==> config.mk <==
export PLATFORM = sky130hd
export DESIGN_NAME = ea_gen
export DESIGN_NICKNAME = d
export VERILOG_FILES = /design/src/rtl/ea_pkg.sv /design/src/rtl/ea_regfile.sv /design/src/rtl/ea_check.sv /design/src/rtl/ea_sum.sv /design/src/rtl/ea_gen.sv
export SDC_FILE = /design/constraint.sdc
export NUM_CORES = 1
export LEC_CHECK = 0
export ABC_AREA = 0
export BUFFER_PORTS_ARGS = -buffer_cell sky130_fd_sc_hd__buf_2
export CAP_MARGIN = 30
export CORE_MARGIN = 2
export CORE_UTILIZATION = 60
export CTS_BUF_LIST = sky130_fd_sc_hd__clkbuf_4 sky130_fd_sc_hd__clkbuf_8
export DETAILED_ROUTE_END_ITERATION = 8
export GPL_TIMING_DRIVEN = 0
export PLACE_DENSITY = 0.79
export REMOVE_ABC_BUFFERS = 1
export SETUP_SLACK_MARGIN = 0.4
export SLEW_MARGIN = 30
export SYNTH_ARGS = -nofsm -noshare
export SYNTH_HDL_FRONTEND = slang
export SYNTH_SLANG_ARGS = --single-unit
==> constraint.sdc <==
create_clock -name clk_i -period 9.7 [get_ports clk_i]
set_input_delay 2.91 -clock clk_i [delete_from_list [all_inputs] [get_ports clk_i]]
set_output_delay 2.91 -clock clk_i [all_outputs]
set_load 0.1 [all_outputs]
==> src/rtl/ea_pkg.sv <==
package ea_pkg;
  parameter int unsigned XLEN    = 32;
  parameter int unsigned NGPR    = 8;
  parameter int unsigned NSEG    = 6;
  parameter int unsigned SEL_W   = 3;
  parameter int unsigned SCL_W   = 2;
  parameter int unsigned SP_CODE = 4;

  typedef logic [XLEN-1:0]  word_t;
  typedef logic [SEL_W-1:0] sel_t;
  typedef logic [SCL_W-1:0] scl_t;

  typedef struct packed {
    sel_t  seg;
    logic  base_v;
    sel_t  base;
    logic  idx_v;
    sel_t  idx;
    scl_t  scale;
    word_t disp;
  } mem_op_t;
endpackage

==> src/rtl/ea_regfile.sv <==
module ea_regfile
  import ea_pkg::*;
#(
  parameter int unsigned DEPTH = 8,
  parameter int unsigned NRD   = 1
) (
  input  logic                clk_i,
  input  logic                rst_ni,
  input  logic                we_i,
  input  sel_t                waddr_i,
  input  word_t               wdata_i,
  input  sel_t  [NRD-1:0]     raddr_i,
  output word_t [NRD-1:0]     rdata_o
);
  word_t [DEPTH-1:0] mem_q;

  always_ff @(posedge clk_i or negedge rst_ni) begin
    if (!rst_ni) begin
      mem_q <= '0;
    end else if (we_i) begin
      for (int r = 0; r < DEPTH; r++) begin
        if (32'(waddr_i) == 32'(r)) mem_q[r] <= wdata_i;
      end
    end
  end

  // out-of-range codes read as zero
  for (genvar p = 0; p < NRD; p++) begin : g_rd
    assign rdata_o[p] = (32'(raddr_i[p]) < DEPTH) ? mem_q[raddr_i[p]] : '0;
  end

  p_oor_write_ignored_r9: assert property (@(posedge clk_i) disable iff (!rst_ni)
    (we_i && (32'(waddr_i) >= DEPTH)) |=> $stable(mem_q));
endmodule

==> src/rtl/ea_check.sv <==
module ea_check
  import ea_pkg::*;
(
  input  mem_op_t op_i,
  output logic    illegal_o
);
  logic bad_seg, bad_idx, bad_scale;

  always_comb begin
    bad_seg   = 32'(op_i.seg) >= NSEG;
    bad_idx   = op_i.idx_v && (32'(op_i.idx) == SP_CODE);
    bad_scale = !op_i.idx_v && (op_i.scale != '0);
    illegal_o = bad_seg | bad_idx | bad_scale;
  end
endmodule

==> src/rtl/ea_sum.sv <==
module ea_sum
  import ea_pkg::*;
(
  input  mem_op_t op_i,
  input  word_t   base_val_i,
  input  word_t   idx_val_i,
  input  word_t   seg_val_i,
  output word_t   lin_o
);
  word_t base_term, idx_term, eff;

  always_comb begin
    base_term = op_i.base_v ? base_val_i : '0;
    idx_term  = op_i.idx_v ? (idx_val_i << op_i.scale) : '0;
    eff       = base_term + idx_term + op_i.disp;
    lin_o     = seg_val_i + eff;
  end
endmodule

==> src/rtl/ea_gen.sv <==
module ea_gen
  import ea_pkg::*;
(
  input  logic        clk_i,
  input  logic        rst_ni,
  input  logic        gpr_we_i,
  input  logic [2:0]  gpr_waddr_i,
  input  logic [31:0] gpr_wdata_i,
  input  logic        seg_we_i,
  input  logic [2:0]  seg_waddr_i,
  input  logic [31:0] seg_wdata_i,
  input  logic        req_valid_i,
  input  logic [2:0]  seg_sel_i,
  input  logic        base_vld_i,
  input  logic [2:0]  base_sel_i,
  input  logic        idx_vld_i,
  input  logic [2:0]  idx_sel_i,
  input  logic [1:0]  scale_i,
  input  logic [31:0] disp_i,
  output logic        rsp_valid_o,
  output logic [31:0] lin_addr_o,
  output logic        illegal_o
);
  mem_op_t      op;
  word_t [1:0]  gpr_rd;
  word_t [0:0]  seg_rd;
  sel_t  [1:0]  gpr_ra;
  sel_t  [0:0]  seg_ra;
  word_t        lin;
  logic         ill;

  logic  vld_q, ill_q;
  word_t lin_q;

  assign op = '{seg: seg_sel_i, base_v: base_vld_i, base: base_sel_i,
                idx_v: idx_vld_i, idx: idx_sel_i, scale: scale_i, disp: disp_i};

  assign gpr_ra = {op.idx, op.base};
  assign seg_ra = op.seg;

  ea_regfile #(.DEPTH(NGPR), .NRD(2)) u_gpr (
    .clk_i, .rst_ni,
    .we_i(gpr_we_i), .waddr_i(gpr_waddr_i), .wdata_i(gpr_wdata_i),
    .raddr_i(gpr_ra), .rdata_o(gpr_rd)
  );

  ea_regfile #(.DEPTH(NSEG), .NRD(1)) u_seg (
    .clk_i, .rst_ni,
    .we_i(seg_we_i), .waddr_i(seg_waddr_i), .wdata_i(seg_wdata_i),
    .raddr_i(seg_ra), .rdata_o(seg_rd)
  );

  ea_check u_check (.op_i(op), .illegal_o(ill));

  ea_sum u_sum (
    .op_i(op), .base_val_i(gpr_rd[0]), .idx_val_i(gpr_rd[1]),
    .seg_val_i(seg_rd[0]), .lin_o(lin)
  );

  always_ff @(posedge clk_i or negedge rst_ni) begin
    if (!rst_ni) begin
      vld_q <= 1'b0;
      ill_q <= 1'b0;
      lin_q <= '0;
    end else begin
      vld_q <= req_valid_i;
      if (req_valid_i) begin
        ill_q <= ill;
        lin_q <= ill ? '0 : lin;
      end
    end
  end

  assign rsp_valid_o = vld_q;
  assign illegal_o   = ill_q;
  assign lin_addr_o  = lin_q;

  p_rsp_follows_req_r2: assert property (@(posedge clk_i) disable iff (!rst_ni)
    req_valid_i |=> rsp_valid_o);
  p_rsp_quiet_r2: assert property (@(posedge clk_i) disable iff (!rst_ni)
    !req_valid_i |=> !rsp_valid_o);
  p_sp_index_r4: assert property (@(posedge clk_i) disable iff (!rst_ni)
    (req_valid_i && idx_vld_i && (idx_sel_i == 3'd4)) |=> illegal_o);
  p_scale_no_idx_r5: assert property (@(posedge clk_i) disable iff (!rst_ni)
    (req_valid_i && !idx_vld_i && (scale_i != 2'd0)) |=> illegal_o);
  p_bad_seg_r6: assert property (@(posedge clk_i) disable iff (!rst_ni)
    (req_valid_i && (seg_sel_i > 3'd5)) |=> (illegal_o && (lin_addr_o == 32'd0)));
endmodule

# Word level (Yosys, flattened, before mapping)
# Index checks and enable logic that the tools add are counted.
# classes
addsub,3
reduce_logical,20
mux,10
bitwise_logic,2
magnitude_cmp,5
eq_ne,13
shifts,1
# op_table
op,count
32-bit binary-select mux with 3-bit select,3
32-bit two-way mux,7
32-bit adder,3
32-bit by 2-bit << shifter with 32-bit output,1
2-bit AND reduction,14
"3-bit equality test, second input constant",7
"3-bit by 2-bit equality test with 1-bit output, second input constant",4
"3-bit by 4-bit < comparator with 1-bit output, second input constant",3
"3-bit by 1-bit equality test with 1-bit output, second input constant",2
3-bit zero test,2
"3-bit >= comparator, second input constant",1
"3-bit < comparator, second input constant",1
1-bit logical AND,2
1-bit bitwise OR,2
2-bit nonzero test,1
1-bit zero test,1
# totals
inputBits,120
out_inout_bits,34
reg_bits,482

# Longest topological paths before layout
# Gate-level depths: netlist of run 1.
# depth
ltp_word,8
ltp_mapped,21
ltp_nobuf,18

# Modules after synthesis
# Synthesis of run 1 repeated with hierarchy kept, for this count alone.
# hier_totals
hier_cells,2044
area_unflattened_um2,28539.9
# modules_own_cells
mod,n_inst,cells_per_inst,area_per_inst_um2,seq_area_each_um2
ea_regfile (u_gpr),1,779,13720.7,6406.1
ea_regfile (u_seg),1,595,9014.9,4804.6
ea_sum,1,525,4304.1,0.0
ea_gen,1,141,1465.2,850.8
ea_check,1,4,35.0,0.0

# Least setup slack after synthesis of run 1
# Ideal clock, no wire load.
# synth_timing
path_type,input port to flip-flop
from,input port idx_sel_i[0]
to,"register lin_q[31], in the netlist lin_addr_o[31]"
setup_slack_ns,1.639
arrival_ns,7.991
setup_time_ns,0.071
required_ns,9.629
cell_stages,20
cell_sequence,buf_2 -> buf_1 -> mux4_2 -> mux2i_1 -> mux2_2 -> nor2_1 -> o21ai_0 -> fa_1 -> fa_1 -> inv_1 -> ha_1 -> clkbuf_1 -> a21oi_1 -> o21ai_0 -> a221oi_1 -> nand3_1 -> a221oi_1 -> o21ai_0 -> or4_1 -> nand3_1
# synth_via
elab_chain_len,8
word_cells_on_any_way,12
# synth_lines
element,line_no,text
start: declaration,ea_gen.sv:17,"input logic [2:0] idx_sel_i,"
32-bit binary-select mux with 3-bit select,ea_regfile.sv:29,assign rdata_o[p] = (32'(raddr_i[p]) < DEPTH) ? mem_q[raddr_i[p]] : '0;
32-bit two-way mux (implied by the code),ea_regfile.sv:29,
32-bit by 2-bit << shifter with 32-bit output,ea_sum.sv:14,idx_term = op_i.idx_v ? (idx_val_i << op_i.scale) : '0;
32-bit two-way mux,ea_sum.sv:14,
32-bit adder (2 in a row),ea_sum.sv:15,eff = base_term + idx_term + op_i.disp;
32-bit adder,ea_sum.sv:16,lin_o = seg_val_i + eff;
32-bit two-way mux (*),ea_gen.sv:69,lin_q <= ill ? '0 : lin;
end signal: assignment,ea_gen.sv:69,
end: declaration,ea_gen.sv:33,word_t lin_q;
# Every way passes the cells marked *; elsewhere a longest branch is shown, timed or not. The select of a mux whose other input is x is not followed.
# A chain may end at the register's enable or synchronous reset.

# Final worst setup path of run 1
# Same ends and word-level chain as after synthesis.

==> results.sh, run 1 <==
export IMPL_outcome="finished clean"
export IMPL_clockBufferDepth=3
export IMPL_grt_pass1_vias=18672
export IMPL_synth_avg_cell_area_um2=13.8
export IMPL_num_io_pins=154
export IMPL_drtPass1Iterations=5
export IMPL_numClockSinks=482
export IMPL_post_place_ws_ps=725
export IMPL_cts_setup_buffers=0
export IMPL_initial_utilization=0.607
export IMPL_hold_start="lin_addr_o[2]$_DFFE_PN0P_"
export IMPL_cts_hold_buf=0
export IMPL_antenna_left=0
export IMPL_die_w_um=215
export IMPL_combPwrFrac=0.376
export IMPL_ys_types=49
export IMPL_synth_top_area_frac=0.449
export IMPL_layout_drive_gt1_share=0.480
export IMPL_drtIter0Drc=1431
export IMPL_power_internal_mw=4.80
export IMPL_wire_per_inst_um=23.5
export IMPL_worst_path_stages=19
export IMPL_ys_flop_type="dfrtp_1"
export IMPL_synth_edf_count=0
export IMPL_grt_max_degree=84
export IMPL_slowest_stage="a221oi_1"
export IMPL_area_sequential_um2=12100
export IMPL_ys_async_sr_fraction=1.00
export IMPL_seqPwrFrac=0.372
export IMPL_rsz0062_at_grt="no"
export IMPL_ys_seq_elements=482
export IMPL_cts_tree="built"
export IMPL_dieArea_um2=46400
export IMPL_gp_congestion=0.907
export IMPL_synthCells=1947
export IMPL_hold_depth=1
export IMPL_core_area_um2=44200
export IMPL_netlist_area_um2=26800
export IMPL_worst_setup_path_end_kind="flip-flop"
export IMPL_finalWirelength_um=65700
export IMPL_cts_clk_slew_worst_paths_ps=60
export IMPL_htreeDepth=3
export IMPL_maxSlewViolCount=0
export IMPL_cp_num_buf_inv=3
export IMPL_r2r_cells=17
export IMPL_clk_latency_ps=660
export IMPL_portBuffers=153
export IMPL_r2r_start="u_gpr.mem_q[231]$_DFFE_PN0P_"
export IMPL_worst_pin_slew_ps=1030
export IMPL_yosysWarningCount=0
export IMPL_drv_cap=0
export IMPL_grt_use_total=0.293
export IMPL_synthTopCellsByCount="507 x mux2_2, 482 x dfrtp_1, 160 x mux4_2, 101 x inv_1, 100 x clkbuf_1"
export IMPL_critPathRequiredTime_ps=10280
export IMPL_hp_class="flip-flop to flip-flop"
export IMPL_critical_path_top_delay_family="compound AO/OA/AOI/OAI gates"
export IMPL_multiInputGateArea_um2=14000
export IMPL_fmax_mhz=119
export IMPL_path_cells="buf_6 -> buf_16 -> mux4_2 -> mux2i_1 -> mux2_2 -> nor2_1 -> o21ai_0 -> fa_1 -> fa_1 -> inv_1 -> ha_1 -> a21oi_1 -> o21ai_0 -> a221oi_1 -> nand3_1 -> a221oi_1 -> o21ai_0 -> or4_1 -> nand3_1"
export IMPL_powerDensity_nw_per_um2=244
export IMPL_rows=77
export IMPL_finClkSkew_ps=22.4
export IMPL_synth_most_common_cell="mux2_2"
export IMPL_synth_largest_area_cell="dfrtp_1"
export IMPL_swShare=0.356
export IMPL_fin_crit_ps=8410
export IMPL_setup_viol_count_final=0
export IMPL_syn_to_final_growth_pct=13.8
export IMPL_hold_end="lin_addr_o[2]$_DFFE_PN0P_"
export IMPL_hold_viol=0
export IMPL_antenna_found_initial=7
export IMPL_timing_final_crit_share=0.867
export IMPL_worst_r2r_endpoint="lin_addr_o[31]$_DFFE_PN0P_"
export IMPL_worst_slack_ps=1290
export IMPL_cts_made_buffers=83
export IMPL_routed_via_density=6.24
export IMPL_vdd_drop_max_mv=0.310
export IMPL_seq_area_frac_synth=0.449
export IMPL_start_kind="input pin"
export IMPL_nets=2350
export IMPL_leakage_nw=13.5
export IMPL_final_cells=2788
export IMPL_r2r_slack_ps=3860
export IMPL_postLayoutCoreUtil=0.691
export IMPL_critPathMaxStageDelay_ps=620
export IMPL_dpl_hpwl_um=46300
export IMPL_grt_pass1_wl_um=105000
export IMPL_p_clk_frac=0.252
export IMPL_fill_cells=3003
export IMPL_vias=17385
export IMPL_whs_ps=495
export IMPL_chipHeight_um=215
export IMPL_cts_resized_gates=0
export IMPL_grt_overflow=0
export IMPL_p_sw_mw=2.65
export IMPL_synth_area_leaders="dfrtp_1 45%, mux2_2 21%, mux4_2 13%, fa_1 4.6%, mux2i_1 2.5%"
export IMPL_fin_total_pwr_mw=7.46
export IMPL_drc=0
export IMPL_dp_cells=2644
export IMPL_cp_data_arrival_time_ps=8990
export IMPL_critical_path_class="input pin to flip-flop"
export IMPL_cts_root_buf="clkbuf_8"
export IMPL_worst_path_most_repeated_cell="o21ai_0"
export IMPL_relSlewSlack=0.312
export IMPL_path_max_fanout=40
## state kept, by name, indices dropped and copies added (netlist names)
register,count
illegal_o,1
rsp_valid_o,1
u_gpr.mem_q,256
u_seg.mem_q,192
lin_addr_o,32
## routing by layer
layer  global-route usage  part of all wire
met1                0.393              0.41
met2                0.472              0.49
met3               0.0568             0.061
met4                0.120             0.041
met5               0.0135            0.0019
## through the flow
stage	area, µm²	TNS, ps
3_3_place_gp	27900	-1637720
5_1_grt	30500	0
3_5_place_dp	28900	0
4_1_cts	30500	0
2_1_floorplan	26400	0
6_report	30500	0
## worst max path at each step
| stage | start | endpoint | slack [ps] |
|---|---|---|---|
| floorplan | idx_sel_i[0] | lin_addr_o[31]$_DFFE_PN0P_ | 2500 |
| global placement | rst_ni | u_seg.mem_q[88]$_DFFE_PN0P_ | -3460 |
| detailed placement | idx_sel_i[0] | lin_addr_o[31]$_DFFE_PN0P_ | 730 |
| CTS | idx_sel_i[0] | lin_addr_o[31]$_DFFE_PN0P_ | 1400 |
| global route | idx_sel_i[0] | lin_addr_o[31]$_DFFE_PN0P_ | 970 |
| finish | idx_sel_i[0] | lin_addr_o[31]$_DFFE_PN0P_ | 1290 |
## cells in the final DEF (no fill, tap or decap), types with 5 or more instances in the layout
| cell | Yosys | routed |
|---|---|---|
| nand4b_1 | 5 | 5 |
| fa_1 | 62 | 62 |
| o21ai_0 | 47 | 47 |
| mux4_2 | 160 | 160 |
| mux2i_1 | 66 | 66 |
| xor2_1 | 13 | 13 |
| nand2_1 | 54 | 54 |
| nand3_1 | 11 | 11 |
| a211oi_1 | 7 | 7 |
| o21bai_1 | 6 | 6 |
| buf_16 | 0 | 12 |
| mux2_2 | 507 | 507 |
| clkbuf_8 | 0 | 103 |
| nor2_1 | 95 | 95 |
| buf_4 | 0 | 47 |
| nand4_1 | 7 | 7 |
| clkinv_2 | 0 | 6 |
| buf_2 | 10 | 145 |
| clkbuf_4 | 0 | 31 |
| ha_1 | 31 | 31 |
| xnor2_1 | 13 | 13 |
| nand2b_1 | 7 | 6 |
| inv_1 | 101 | 98 |
| a21o_1 | 13 | 13 |
| nor2b_1 | 5 | 5 |
| buf_6 | 0 | 24 |
| a22o_1 | 25 | 25 |
| dfrtp_1 | 482 | 482 |
| a21oi_1 | 55 | 55 |
## final cells by class
class,instances,share of cell area
Clock buffer,134,0.0540
Multi-Input combinational cell,1239,0.457
Clock inverter,7,0.00123
Tap cell,592,0.0242
Antenna cell,3,0.000246
Timing Repair Buffer,230,0.0560
Inverter,101,0.0124
Sequential cell,482,0.395
## power groups by stage
stage	Combinational, mW	Sequential [mW]	Clock (mW)
final	2.80	2.78	1.88
after global routing	3.04	2.83	2.01
after CTS	2.79	2.77	1.91
after detailed placement	2.77	2.80	0
after global placement	2.66	2.74	0
after floorplan	1.79	3.02	0
## kinds of logic after synthesis
group | Yosys count | synth area share
AOI/OAI and AO/OA | 177 | 0.0418
xor gates and xnor gates | 27 | 0.00932
adders and majority gates | 93 | 0.0607
buffers and inverters | 226 | 0.0321
DFF | 482 | 0.449
muxes | 733 | 0.372
and+or+nand+nor | 209 | 0.0351
Note: power is estimated with default switching activity, not from simulation.
==> run 2: changes to the inputs <==
==> constraint.sdc (replaced) <==
create_clock -name clk_i -period 9.7 [get_ports clk_i]
set_input_delay 0.485 -clock clk_i [delete_from_list [all_inputs] [get_ports clk_i]]
set_output_delay 0.485 -clock clk_i [all_outputs]
set_load 0.1 [all_outputs]
==> results.sh, run 2 (synthesized netlist as in run 1, its figures left out) <==
export IMPL_outcome="finished clean"
export IMPL_fin_setup_tns_ps=0
export IMPL_cts_root_buf="clkbuf_8"
export IMPL_grt_use_total=0.293
export IMPL_largest_register="u_gpr.mem_q"
export IMPL_clockBufferDepth=3
export IMPL_finClkSkew_ps=23.2
export IMPL_core_area_um2=44200
export IMPL_fin_crit_ps=6000
export IMPL_finalWirelength_um=65800
export IMPL_htreeDepth=3
export IMPL_maxSlewViolCount=0
export IMPL_drtIter0Drc=1495
export IMPL_dieArea_um2=46400
export IMPL_post_place_ws_ps=3150
export IMPL_postLayoutCoreUtil=0.691
export IMPL_portBuffers=153
export IMPL_hold_viol=0
export IMPL_grt_overflow=0
export IMPL_timing_final_crit_share=0.619
export IMPL_vdd_drop_max_mv=0.310
export IMPL_numClockSinks=482
export IMPL_drtPass1Iterations=5
export IMPL_clk_latency_ps=660
export IMPL_dpl_hpwl_um=46300
export IMPL_fin_total_pwr_mw=7.46
export IMPL_drv_cap=0
export IMPL_die_w_um=215
export IMPL_gp_congestion=0.907
export IMPL_antenna_found_initial=7
export IMPL_cts_made_buffers=83
export IMPL_cts_tree="built"
export IMPL_num_io_pins=154
export IMPL_final_common_cell="mux2_2"
export IMPL_worst_pin_slew_ps=1040
export IMPL_wire_per_inst_um=23.6
export IMPL_critPathRequiredTime_ps=10280
export IMPL_chipHeight_um=215
export IMPL_largest_register_ffs=256
export IMPL_layout_drive_gt1_share=0.479
export IMPL_initial_utilization=0.607
export IMPL_critical_path_class="input pin to flip-flop"
export IMPL_rsz0062_at_grt="no"
export IMPL_relSlewSlack=0.309
export IMPL_nets=2352
export IMPL_routed_via_density=6.23
export IMPL_final_cell_mix="507 x mux2_2, 482 x dfrtp_1, 160 x mux4_2, 145 x buf_2, 103 x clkbuf_8"
export IMPL_cp_data_arrival_time_ps=6580
export IMPL_hp_class="input pin to flip-flop"
export IMPL_cts_resized_gates=0
export IMPL_worst_slack_ps=3700
export IMPL_drc=0
export IMPL_rows=77
export IMPL_leakage_nw=13.6
export IMPL_antenna_left=0
export IMPL_cts_setup_buffers=0
export IMPL_cts_clk_slew_worst_paths_ps=60
export IMPL_cts_hold_buf=2
export IMPL_grt_pass1_vias=18687
export IMPL_path_max_fanout=40
export IMPL_start_kind="input pin"
export IMPL_powerDensity_nw_per_um2=244
export IMPL_worst_setup_path_end_kind="flip-flop"
export IMPL_setup_viol_count_final=0
export IMPL_grt_pass1_wl_um=105000
export IMPL_grt_max_degree=84
export IMPL_vias=17392
export IMPL_syn_to_final_growth_pct=13.9
export IMPL_fmax_mhz=167
run 2: cell types whose count changed in the layout (fill, tap and decap cells not counted):
cell and delta:
dlygate4sd3_1 +2
run 2: path summary, 6_finish.rpt:
check	end	start	depth (start not counted)	slack, ps
max	lin_addr_o[31]$_DFFE_PN0P_	idx_sel_i[0]	19	3700
min	u_seg.mem_q[148]$_DFFE_PN0P_	seg_wdata_i[20]	2	130
max reg2reg	lin_addr_o[31]$_DFFE_PN0P_	u_gpr.mem_q[7]$_DFFE_PN0P_	17	3850
min reg2reg	lin_addr_o[2]$_DFFE_PN0P_	lin_addr_o[2]$_DFFE_PN0P_	1	500
max in group asynchronous	u_seg.mem_q[33]$_DFFE_PN0P_	rst_ni	4	8120
min in group asynchronous	u_gpr.mem_q[164]$_DFFE_PN0P_	rst_ni	2	350
run 2: per-layer routing:
metal,wire length (µm),up-vias,global-route usage
met1,27200,9113,0.393
met2,32100,562,0.473
met4,2680,8,0.120
li1,-,7563,-
met5,126,-,0.0135
met3,3720,146,0.0567
run 2: power breakdown:
part           leakage, nW  internal (mW)  switching, mW
combinational         6.83           1.26           1.54
sequential            5.82           2.48          0.301
clock                0.907           1.07          0.813
total                 13.6           4.80           2.65
run 2: cell type report:
| cell class | count | area [µm²] |
|---|---|---|
| inverter | 101 | 379 |
| sequential | 482 | 12100 |
| antenna | 3 | 7.51 |
| multi-input combinational | 1239 | 14000 |
| clock buffer | 134 | 1650 |
| fill | 3003 | 13700 |
| tap | 592 | 741 |
| timing repair buffer | 232 | 1730 |
| clock inverter | 7 | 37.5 |
run 2: per-stage QoR:
stage                     std cells  area (µm²)  hold WS [ps]
after global placement         2567       27900           467
final                          2790       30600           131
after global routing           2790       30600           113
after detailed placement       2644       28900           451
after floorplan                1822       26400           189
after CTS                      2787       30600          93.6
run 2: critical path, cell delays in order:
cell      delay [ps]
buf_6            300
buf_16           340
mux4_2           550
mux2i_1          300
mux2_2           240
nor2_1            40
o21ai_0          250
fa_1             490
fa_1             490
inv_1             40
ha_1             410
a21oi_1          300
o21ai_0          140
a221oi_1         630
nand3_1          220
a221oi_1         610
o21ai_0          200
or4_1            430
nand3_1           90
